**src/rtl/ctr_route_pkg.sv**
```systemverilog
package ctr_route_pkg;

    localparam int CODE_W     = 3;
    localparam int CH_LSB     = 3;
    localparam int CH_W       = 2;
    localparam int DEC_STAGES = 4;
    localparam int DEC_RATIO  = 10;

    typedef enum logic [CODE_W-1:0] {
        CS_PIN   = 3'd0,
        CS_BASE  = 3'd1,
        CS_DIV1  = 3'd2,
        CS_DIV2  = 3'd3,
        CS_DIV3  = 3'd4,
        CS_DIV4  = 3'd5,
        CS_CHAIN = 3'd6,
        CS_EXT   = 3'd7
    } clk_src_e;

    typedef enum logic [CODE_W-1:0] {
        GS_HIGH  = 3'd0,
        GS_LOW   = 3'd1,
        GS_PIN   = 3'd2,
        GS_BACK2 = 3'd3
    } gate_src_e;

endpackage

```
**src/rtl/ctr_route_sync.sv**
```systemverilog
module ctr_route_sync #(
    parameter int W = 1
) (
    input  logic         clk,
    input  logic         rst_n,
    input  logic [W-1:0] pin_i,
    output logic [W-1:0] lvl_o
);

    typedef struct packed {
        logic [W-1:0] s1;
        logic [W-1:0] s2;
    } sync_t;

    sync_t st_d, st_q;

    always_comb begin
        st_d    = st_q;
        st_d.s1 = pin_i;
        st_d.s2 = st_q.s1;
    end

    always_ff @(posedge clk or negedge rst_n) begin
        if (!rst_n) st_q <= '0;
        else        st_q <= st_d;
    end

    assign lvl_o = st_q.s2;

endmodule

```
**src/rtl/ctr_route_decade.sv**
```systemverilog
module ctr_route_decade #(
    parameter int STAGES = 4,
    parameter int RATIO  = 10
) (
    input  logic              clk,
    input  logic              rst_n,
    output logic [STAGES-1:0] tick_o
);

    localparam int CW = $clog2(RATIO);

    typedef struct packed {
        logic [STAGES-1:0][CW-1:0] cnt;
        logic [STAGES-1:0]         tick;
    } dec_t;

    dec_t st_d, st_q;

    always_comb begin
        logic carry;
        logic wrap;
        st_d  = st_q;
        carry = 1'b1;
        for (int j = 0; j < STAGES; j++) begin
            wrap = (st_q.cnt[j] == CW'(RATIO - 1));
            if (carry) st_d.cnt[j] = wrap ? '0 : st_q.cnt[j] + 1'b1;
            st_d.tick[j] = carry & wrap;
            carry        = carry & wrap;
        end
    end

    always_ff @(posedge clk or negedge rst_n) begin
        if (!rst_n) st_q <= '0;
        else        st_q <= st_d;
    end

    assign tick_o = st_q.tick;

endmodule

```
**src/rtl/ctr_route_top.sv**
```systemverilog
module ctr_route_top
    import ctr_route_pkg::*;
#(
    parameter int N_CH = 3
) (
    input  logic            clk,
    input  logic            rst_n,
    input  logic            wr_clk_i,
    input  logic            wr_gate_i,
    input  logic [7:0]      wr_data_i,
    input  logic [N_CH-1:0] clk_pin_i,
    input  logic            ext_clk_i,
    input  logic [N_CH-1:0] gate_pin_i,
    input  logic [N_CH-1:0] ctr_out_i,
    output logic [N_CH-1:0] cnt_en_o,
    output logic [N_CH-1:0] gate_o
);

    localparam int CLK_SYNC_W = N_CH + 1;

    typedef struct packed {
        logic [N_CH-1:0][CODE_W-1:0] clk_sel;
        logic [N_CH-1:0][CODE_W-1:0] gate_sel;
        logic [CLK_SYNC_W-1:0]       pin_prev;
        logic [N_CH-1:0]             out_prev;
        logic [N_CH-1:0]             chain;
    } route_t;

    route_t st_d, st_q;

    logic [CLK_SYNC_W-1:0]       clk_lvl;
    logic [CLK_SYNC_W-1:0]       clk_rise;
    logic [N_CH-1:0]             gate_lvl;
    logic [DEC_STAGES-1:0]       tick;
    logic [N_CH-1:0][CODE_W-1:0] clk_sel_q;
    logic [N_CH-1:0][CODE_W-1:0] gate_sel_q;
    logic [N_CH-1:0]             chain_q;
    logic [CH_W-1:0]             wr_ch;
    logic [CODE_W-1:0]           wr_code;
    logic                        unused_upper;

    ctr_route_sync #(.W(CLK_SYNC_W)) i_clk_sync (
        .clk   (clk),
        .rst_n (rst_n),
        .pin_i ({ext_clk_i, clk_pin_i}),
        .lvl_o (clk_lvl)
    );

    ctr_route_sync #(.W(N_CH)) i_gate_sync (
        .clk   (clk),
        .rst_n (rst_n),
        .pin_i (gate_pin_i),
        .lvl_o (gate_lvl)
    );

    ctr_route_decade #(.STAGES(DEC_STAGES), .RATIO(DEC_RATIO)) i_decade (
        .clk    (clk),
        .rst_n  (rst_n),
        .tick_o (tick)
    );

    assign wr_ch        = wr_data_i[CH_LSB +: CH_W];
    assign wr_code      = wr_data_i[CODE_W-1:0];
    assign unused_upper = ^wr_data_i[7:CH_LSB+CH_W];

    always_comb begin
        st_d = st_q;
        for (int c = 0; c < N_CH; c++) begin
            if (wr_clk_i  && wr_ch == CH_W'(c)) st_d.clk_sel[c]  = wr_code;
            if (wr_gate_i && wr_ch == CH_W'(c)) st_d.gate_sel[c] = wr_code;
        end
        st_d.pin_prev = clk_lvl;
        st_d.out_prev = ctr_out_i;
        st_d.chain    = ctr_out_i & ~st_q.out_prev;
    end

    always_ff @(posedge clk or negedge rst_n) begin
        if (!rst_n) st_q <= '0;
        else        st_q <= st_d;
    end

    assign clk_rise   = clk_lvl & ~st_q.pin_prev;
    assign clk_sel_q  = st_q.clk_sel;
    assign gate_sel_q = st_q.gate_sel;
    assign chain_q    = st_q.chain;

    for (genvar c = 0; c < N_CH; c++) begin : g_ch
        localparam int PREV  = (c + N_CH - 1) % N_CH;
        localparam int BACK2 = (c + N_CH - 2) % N_CH;

        always_comb begin
            case (clk_src_e'(clk_sel_q[c]))
                CS_PIN:   cnt_en_o[c] = clk_rise[c];
                CS_BASE:  cnt_en_o[c] = 1'b1;
                CS_DIV1:  cnt_en_o[c] = tick[0];
                CS_DIV2:  cnt_en_o[c] = tick[1];
                CS_DIV3:  cnt_en_o[c] = tick[2];
                CS_DIV4:  cnt_en_o[c] = tick[3];
                CS_CHAIN: cnt_en_o[c] = chain_q[PREV];
                default:  cnt_en_o[c] = clk_rise[N_CH];
            endcase
        end

        always_comb begin
            case (gate_sel_q[c])
                GS_HIGH:  gate_o[c] = 1'b1;
                GS_PIN:   gate_o[c] = gate_lvl[c];
                GS_BACK2: gate_o[c] = ~st_q.out_prev[BACK2];
                default:  gate_o[c] = 1'b0;
            endcase
        end
    end

endmodule

```
**config.mk**
```make
export PLATFORM = sky130hd
export DESIGN_NAME = ctr_route_top
export DESIGN_NICKNAME = d
export VERILOG_FILES = /design/src/rtl/ctr_route_pkg.sv /design/src/rtl/ctr_route_sync.sv /design/src/rtl/ctr_route_decade.sv /design/src/rtl/ctr_route_top.sv
export SDC_FILE = /design/constraint.sdc
export NUM_CORES = 1
export LEC_CHECK = 0
export ABC_AREA = 0
export BUFFER_PORTS_ARGS = -buffer_cell sky130_fd_sc_hd__buf_2
export CORE_MARGIN = 4
export CORE_UTILIZATION = 30
export CTS_BUF_LIST = sky130_fd_sc_hd__clkbuf_16
export CTS_CLUSTER_DIAMETER = 120
export DETAILED_ROUTE_END_ITERATION = 8
export PLACE_DENSITY = 0.55
export SLEW_MARGIN = 30
export SYNTH_ARGS = -nofsm -noshare
export SYNTH_HDL_FRONTEND = slang
export SYNTH_HIERARCHICAL = 1
export SYNTH_SLANG_ARGS = --single-unit
```
**constraint.sdc**
```tcl
create_clock -name clk -period 5.95 [get_ports clk]
set_clock_uncertainty 0.2 [all_clocks]
set_input_delay 0 -clock clk [delete_from_list [all_inputs] [get_ports clk]]
set_output_delay 0 -clock clk [all_outputs]
set_load 0.01 [all_outputs]
```
==> metrics.md, run 1 <==
| Metric | Value |
|---|---|
| Status | finished clean |
| Initial cell density of the core | 0.308 |
| CP Capture Type | register |
| Rows | 33 |
| Crit path time final | ~2.1 ns |
| Asr flop ratio synth | 1.00 |
| Initial antenna violation count | 0 |
| # resized after CTS | 0 |
| Root Buffer | clkbuf_16 |
| Hold slack | 0.113 ns |
| Chip Width | around 100 um |
| Most frequent cells in the layout | dfrtp_1 (62), buf_2 (24), mux2_2 (21), dlygate4sd3_1 (21), nor2b_1 (16) |
| Crit-path leading delay family | simple AND/OR/NAND/NOR gates |
| Total number of vias | 1,562 |
| Buffer and inverter count on the worst path | 0 |
| Port Buffers | 24 |
| Routed Antenna Nets | 0 |
| Setup_tns | 0 ns |
| Antenna cells | 0 |
| Max incr delay on CP | 0.64 ns |
| Startpoint types | register |
| CP Cell Sequence | nand4bb_1, or4_4, mux2_4 |
| GPL Wtd Cong | 0.703 |
| Num CTS Buffers | 9 |
| Vias in the first global route | approximately 1,600 |
| CP Max Fanout | 7 |
| First-pass GRT wire length | between 7 and 8 mm |
| Reg clk slew, reported paths | 0.05 ns |
| Syn avg cell area | 13.7 um2 |
| Place WS | 3.83 ns |
| Core footprint | 8220 um2 |
| Post-synthesis instance total | roughly 190 |
| Vias per cell | between 4 and 5 |
| Post-Syn Nets | 207 |
| Area leader, netlist | dfrtp_1 |
| Final Setup Violations | 0 |
| Top cells by area, synth | dfrtp_1 (61%), mux2_2 (9.4%), nor2b_1 (4.0%) |
| Required time worst endpoint | 5.95 ns |
| Crit path arrival time | ~2.1 ns |
| Worst min-delay path class | input pin to register |
| Pleak | 0.00146 uW |
| # DRC | 0 |
| Area fraction of the dominant cell type after synthesis | 0.614 |
| Chip Height | about 100 um |
| EDFF count, synth | 0 |
| Slowest cell on crit path | or4_4 |
| H-Tree Depth | 3 |
| Setup Fix Bufs, Post-CTS | 0 |
| Post-route setup slack | approximately 3.8 ns |
| Layout cells sized above 1 | 0.293 |
| 1st-iter DRT viols | 52 |
| F_max | ~470 MHz |
| Fin nets | 259 |
| Routed WL | 4.37 mm |
| Worst slew pin tran | 0.770 ns |
| Syn Std Cell Area | 2530 um2 |
| Avg WL per Cell | 12.6 um |
| CTS tree | yes |
| Commonest non-fill, non-tap cell in the layout | dfrtp_1 |
| Clock Latency Late Sink | 0.32 ns |
| Grt ovf | 0 |
| Ys Warns | 6 |
| MaxCap Viol Count | 0 |
| CTS Buffer Depth | 2 |
| Core Util, Final | 0.400 |
| Post-DP HPWL | 2.94 mm |
| RSZ-0062 raised after global routing | false |
| Largest net degree at the start of global routing | 63 |
| Boundary Pins | 28 |
| Netlist cell types | 40 |
| Critical path type | register to register |
| Final Hold Violating Endpoints | 0 |
| Fin. max-slew vios | 0 |
| Top FF cell, synth | dfrtp_1 |
| Worst vdd ir | 0.000123 V |
| Max transition margin | 0.487 |
| DIE AREA | 9960 um2 |
| Initial DRT Pass Iterations | 4 |
| Sequential fraction of the synthesis area | 0.614 |
| CTS sink cnt | 62 |
| Hold Buf Count CTS | 21 |
| Synthesis-to-finish area growth | 30.0% |
| PwrDens | 345 nW/um2 |
| Total track usage | 0.0976 |
| Final Cycle Share | 0.354 |
| FF+latch count, synth | 62 |
## state kept, by name (all words and copies together) (netlist names)
signal and flops:
i_decade/tick_o 4, gate_sel_q 9, clk_sel_q 9, i_gate_sync/lvl_o 3
i_clk_sync/st_d 4, i_gate_sync/st_d 3, i_clk_sync/lvl_o 4, chain_q 3
st_q 7, i_decade/st_q 16
## final cells by class
class,instances,area [um2]
timing repair buffer,46,338
sequential,62,1550
multi-input combinational,112,918
tap,105,131
inverter,6,22.5
clock buffer,9,225
clock inverter,7,97.6
fill,775,4930
## kinds of logic (layout without fill, tap and decap cells)
group | Yosys count | in the layout | synth area share
buffers and inverters | 11 | 68 | 0.0228
and+or+nand+nor | 57 | 57 | 0.142
muxes | 26 | 26 | 0.128
DFF | 62 | 62 | 0.614
xor gates and xnor gates | 7 | 7 | 0.0243
AOI/OAI and AO/OA | 22 | 22 | 0.0688
## per-layer routing
layer / vias to the layer above / GRT usage / wire, um / share of wire
li1: 772 / - / - / -
met1: 761 / 0.122 / 2090 / 0.48
met2: 21 / 0.149 / 2040 / 0.47
met3: 8 / 0.0479 / 185 / 0.042
met4: 0 / 0.0284 / 57 / 0.013
met5: - / 0 / 0 / 0
## final timing paths
kind / from / depth (start not counted) / endpoint / slack (ns)
worst max-delay path: i_decade/st_q[6]$_DFF_PN0_ / 3 / i_decade/st_q[17]$_DFFE_PN0P_ / 3.84
worst min-delay path: gate_pin_i[0] / 2 / i_gate_sync/st_d[0]$_DFF_PN0_ / 0.11
worst max register to register: i_decade/st_q[6]$_DFF_PN0_ / 3 / i_decade/st_q[17]$_DFFE_PN0P_ / 3.84
worst min register to register: i_clk_sync/st_d[3]$_DFF_PN0_ / 0 / i_clk_sync/lvl_o[3]$_DFF_PN0_ / 0.15
max in group asynchronous: rst_n / 3 / gate_sel_q[8]$_DFFE_PN0P_ / 4.87
min in group asynchronous: rst_n / 3 / i_decade/st_q[5]$_DFF_PN0_ / 0.15
## cells in the mapped netlist (all sizes together) (2+ instances only)
cell type	number
a22o	5
nor2b	17
a31oi	2
or3b	2
xnor2	4
mux4	2
mux2	22
nand4bb	4
dfrtp	62
xor2	3
nand2	11
a221o	3
nor2	6
nand4b	2
nor4	2
nor3	2
a31o	2
nor3b	3
mux2i	2
inv	6
o22ai	3
buf	5
a21oi	2
nand3	3
## report_power, final
| part | switching [uW] | internal (uW) | total (uW) |
|---|---|---|---|
| Clock | 185 | 367 | 552 |
| Sequential | 24.1 | 454 | 478 |
| Combinational | 39.4 | 62.8 | 102 |
| Total | 248 | 884 | 1130 |
## per-stage QoR
stage	cell area, um2	instances	power, uW
floorplan	2530	185	538
global placement	2750	310	576
detailed placement	2750	310	579
CTS	3280	347	1150
global route	3280	347	1180
finish	3280	347	1130
(Power assumes the default switching activity.)
==> inputs of run 2 (changes only) <==
Settings changed: PLACE_DENSITY 0.55 to 0.57.
Clock period 5.95 ns to 1.7 ns, I/O delays scaled along.
==> run 2 against run 1 <==
The run now ends with hold timing, setup timing left; routed wire length grew 17%; utilization increased by 4.9 points; worst setup slack got worse by 4.0 ns; power increased to 3.7 times the previous value; non-clock buffer count is 27 higher; count of clock-buffer cells in the layout is the same; combinational power grew to 4.5 times the previous value; worst hold slack got worse by 0.15 ns; via count increased by 8.4%.
==> metrics.md, run 2 (synthesized netlist as in run 1, its figures left out) <==
| Metric | Value |
|---|---|
| Status | finished, violations left |
| Violated checks | hold timing, setup timing |
| Hold slack | -0.0371 ns (-0.150 ns) |
| Largest Register | i_decade/st_q |
| 1st-iter DRT viols | 38 (-27%) |
| Startpoint types | register |
| Area of the multi-input gates | 1040 um2 (+13%) |
| Boundary Pins | 28 (unchanged) |
| Vias in the first global route | 1,846 (+15%) |
| Most frequent cells in the layout | dfrtp_1 (62), buf_4 (23), buf_2 (23) |
| Pleak | 0.00164 uW (+13%) |
| Top layer in use | met4 |
| Num CTS Buffers | 9 (unchanged) |
| Worst min-delay path class | input pin to asynchronous set/reset pin |
| Fill count | 728 (-6.1%) |
| Post-route setup slack | -0.172 ns (-4.01 ns) |
| DIE AREA | 9960 um2 (unchanged) |
| Avg WL per Cell | 13.6 um (+8.3%) |
| Total power | 4240 uW (+270%) |
| Post-DP HPWL | 3.39 mm (+15%) |
| Final Setup Violations | 7 (+7) |
| Fraction of power spent switching nets | 0.217 (-0.00172) |
| CTS sink cnt | 62 (unchanged) |
| Rows | 33 (unchanged) |
| Crit path arrival time | 1.67 ns (-0.44 ns) |
| Initial cell density of the core | 0.308 (unchanged) |
| Largest register FFs | 16 (unchanged) |
| CTS tree | yes |
| Final Cycle Share | 1.10 |
| Required time worst endpoint | 1.50 ns (-4.45 ns) |
| CTS Buffer Depth | 2 (unchanged) |
| Port Buffers | 24 (unchanged) |
| Met1 wire length | 2.24 mm (+7.1%) |
| Total track usage | 0.112 (+0.0144) |
| Synthesis-to-finish area growth | 45.8% |
| Fin. max-slew vios | 0 (unchanged) |
| Final Hold Violating Endpoints | 15 (+15) |
| Reg clk slew, reported paths | 0.05 ns (about the same) |
| Chip Width | 99.8 um (unchanged) |
| Routed met2 length | 2.59 mm (+27%) |
| First-pass GRT wire length | 8.69 mm (+16%) |
| Initial DRT Pass Iterations | 4 (unchanged) |
| Initial antenna violation count | 0 (unchanged) |
| R2R setup slack | -0.09 ns (-3.93 ns) |
| R2R cell count | 3 (unchanged) |
| CP Max Fanout | 3 (-4) |
| Crit path time final | 1.87 ns |
| Worst slew pin tran | 0.490 ns (-0.280 ns) |
| Total number of vias | 1,693 (+8.4%) |
| Critical path type | register to output pin |
| Reg2reg start | i_decade/st_q[9]$_DFFE_PN0N_ |
| Placed Area | 2940 um2 (+7.0%) |
| Worst reg2reg endpoint | i_decade/st_q[17]$_DFFE_PN0P_ |
| Register area | 1550 um2 (unchanged) |
| Core footprint | 8220 um2 (unchanged) |
| Routed WL | 5.10 mm (+17%) |
| Fin nets | 286 (+10%) |
| Flop pwr share | 0.394 (-0.028) |
| # DRC | 0 (unchanged) |
| MaxCap Viol Count | 0 (unchanged) |
| Worst vdd ir | 0.000498 V (+300%) |
| Commonest non-fill, non-tap cell in the layout | dfrtp_1 |
| Antenna cells | 0 (unchanged) |
| Routed Antenna Nets | 0 (unchanged) |
| Max transition margin | 0.673 (+0.186) |
| F_max | 534 MHz |
| H-Tree Depth | 3 (unchanged) |
| Clock Latency Late Sink | 0.32 ns (about the same) |
| DR WL met3 | 186 um (+0.54%) |
| Comb power frac | 0.107 (+0.017) |
| RSZ-0062 raised after global routing | true |
| Vias per cell | 4.53 (+0.56%) |
| Sw Pwr | 923 uW (+270%) |
| CP Capture Type | output pin |
| Clk pwr share | 0.499 (+0.011) |
| Largest net degree at the start of global routing | 29 (-54%) |
| Int Power | 3320 uW (+280%) |
| Design area | 3680 um2 (+12%) |
| PwrDens | 1150 nW/um2 (+230%) |
| Chip Height | 99.8 um (unchanged) |
| Root Buffer | clkbuf_16 |
| GPL Wtd Cong | 0.791 (+13%) |
| Grt ovf | 0 (unchanged) |
| Layout cells sized above 1 | 0.420 (+0.127) |
## run 2: cell types whose count changed in the layout (fill, tap and decap cells not counted), moves of 3 or more
cell,before,now
nand2_2,0,3
nand4bb_1,4,1
buf_4,1,23
buf_6,0,3
inv_6,1,5
nand4bb_4,0,3
nand2_1,11,8
## run 2: worst max path at each step
stage / from / depth (start not counted) / slack [ns] / end
final: i_clk_sync/lvl_o[3]$_DFF_PN0_ / 4 / -0.17 / cnt_en_o[1]
after global routing: i_clk_sync/lvl_o[3]$_DFF_PN0_ / 4 / -0.23 / cnt_en_o[1]
after CTS: i_clk_sync/lvl_o[3]$_DFF_PN0_ / 4 / -0.18 / cnt_en_o[1]
after detailed placement: i_decade/st_q[10]$_DFFE_PN0N_ / 3 / -0.06 / i_decade/st_q[19]$_DFFE_PN0P_
after global placement: i_decade/st_q[10]$_DFFE_PN0N_ / 3 / -0.02 / i_decade/st_q[17]$_DFFE_PN0P_
after floorplan: i_decade/st_q[5]$_DFF_PN0_ / 4 / -0.09 / i_decade/st_q[17]$_DFFE_PN0P_
## run 2: cell type report
cell class | instances | area share
clock buffers | 9 | 0.0611
inverters | 6 | 0.00747
multi-input cells | 112 | 0.282
flip-flops and latches | 62 | 0.421
clock inverters | 7 | 0.0340
repair buffers | 73 | 0.159
well taps | 105 | 0.0357
## run 2: stage by stage
stage / utilization / worst slack, ns / setup TNS (ns) / cells
floorplan: - / -0.0851 / -0.161 / 185
global placement: 0.358 / -0.0232 / -0.0350 / 330
detailed placement: 0.358 / -0.0570 / -0.105 / 330
CTS: 0.433 / -0.184 / -0.969 / 372
global route: 0.448 / -0.229 / -1.16 / 374
finish: 0.448 / -0.172 / -0.687 / 374
## run 2: metal layers
layer,global-route usage,vias up
met2,0.182,24
met3,0.0417,9
met5,0,-
met1,0.139,837
met4,0.0347,0
li1,-,823
## run 2: power by group through the flow
stage / clock [uW] / combinational (uW) / sequential, uW
2_1_floorplan: 0 / 210 / 1670
3_3_place_gp: 0 / 330 / 1700
3_5_place_dp: 0 / 337 / 1700
4_1_cts: 2170 / 432 / 1670
5_1_grt: 2250 / 499 / 1690
6_report: 2120 / 455 / 1670
## run 2: critical path, cell delays in order (launching register included)
cell	delay (ns)
dfrtp_1	0.40
nor2b_4	0.14
mux4_2	0.46
a22o_1	0.22
buf_2	0.14
## run 2: timing repair
action,CTS,global route
pin swaps,5,1
endpoints found under the setup margin,5,31
gates resized for setup,5,21
buffers inserted,3,3
endpoints found under the hold margin,93,8
hold buffers,23,1
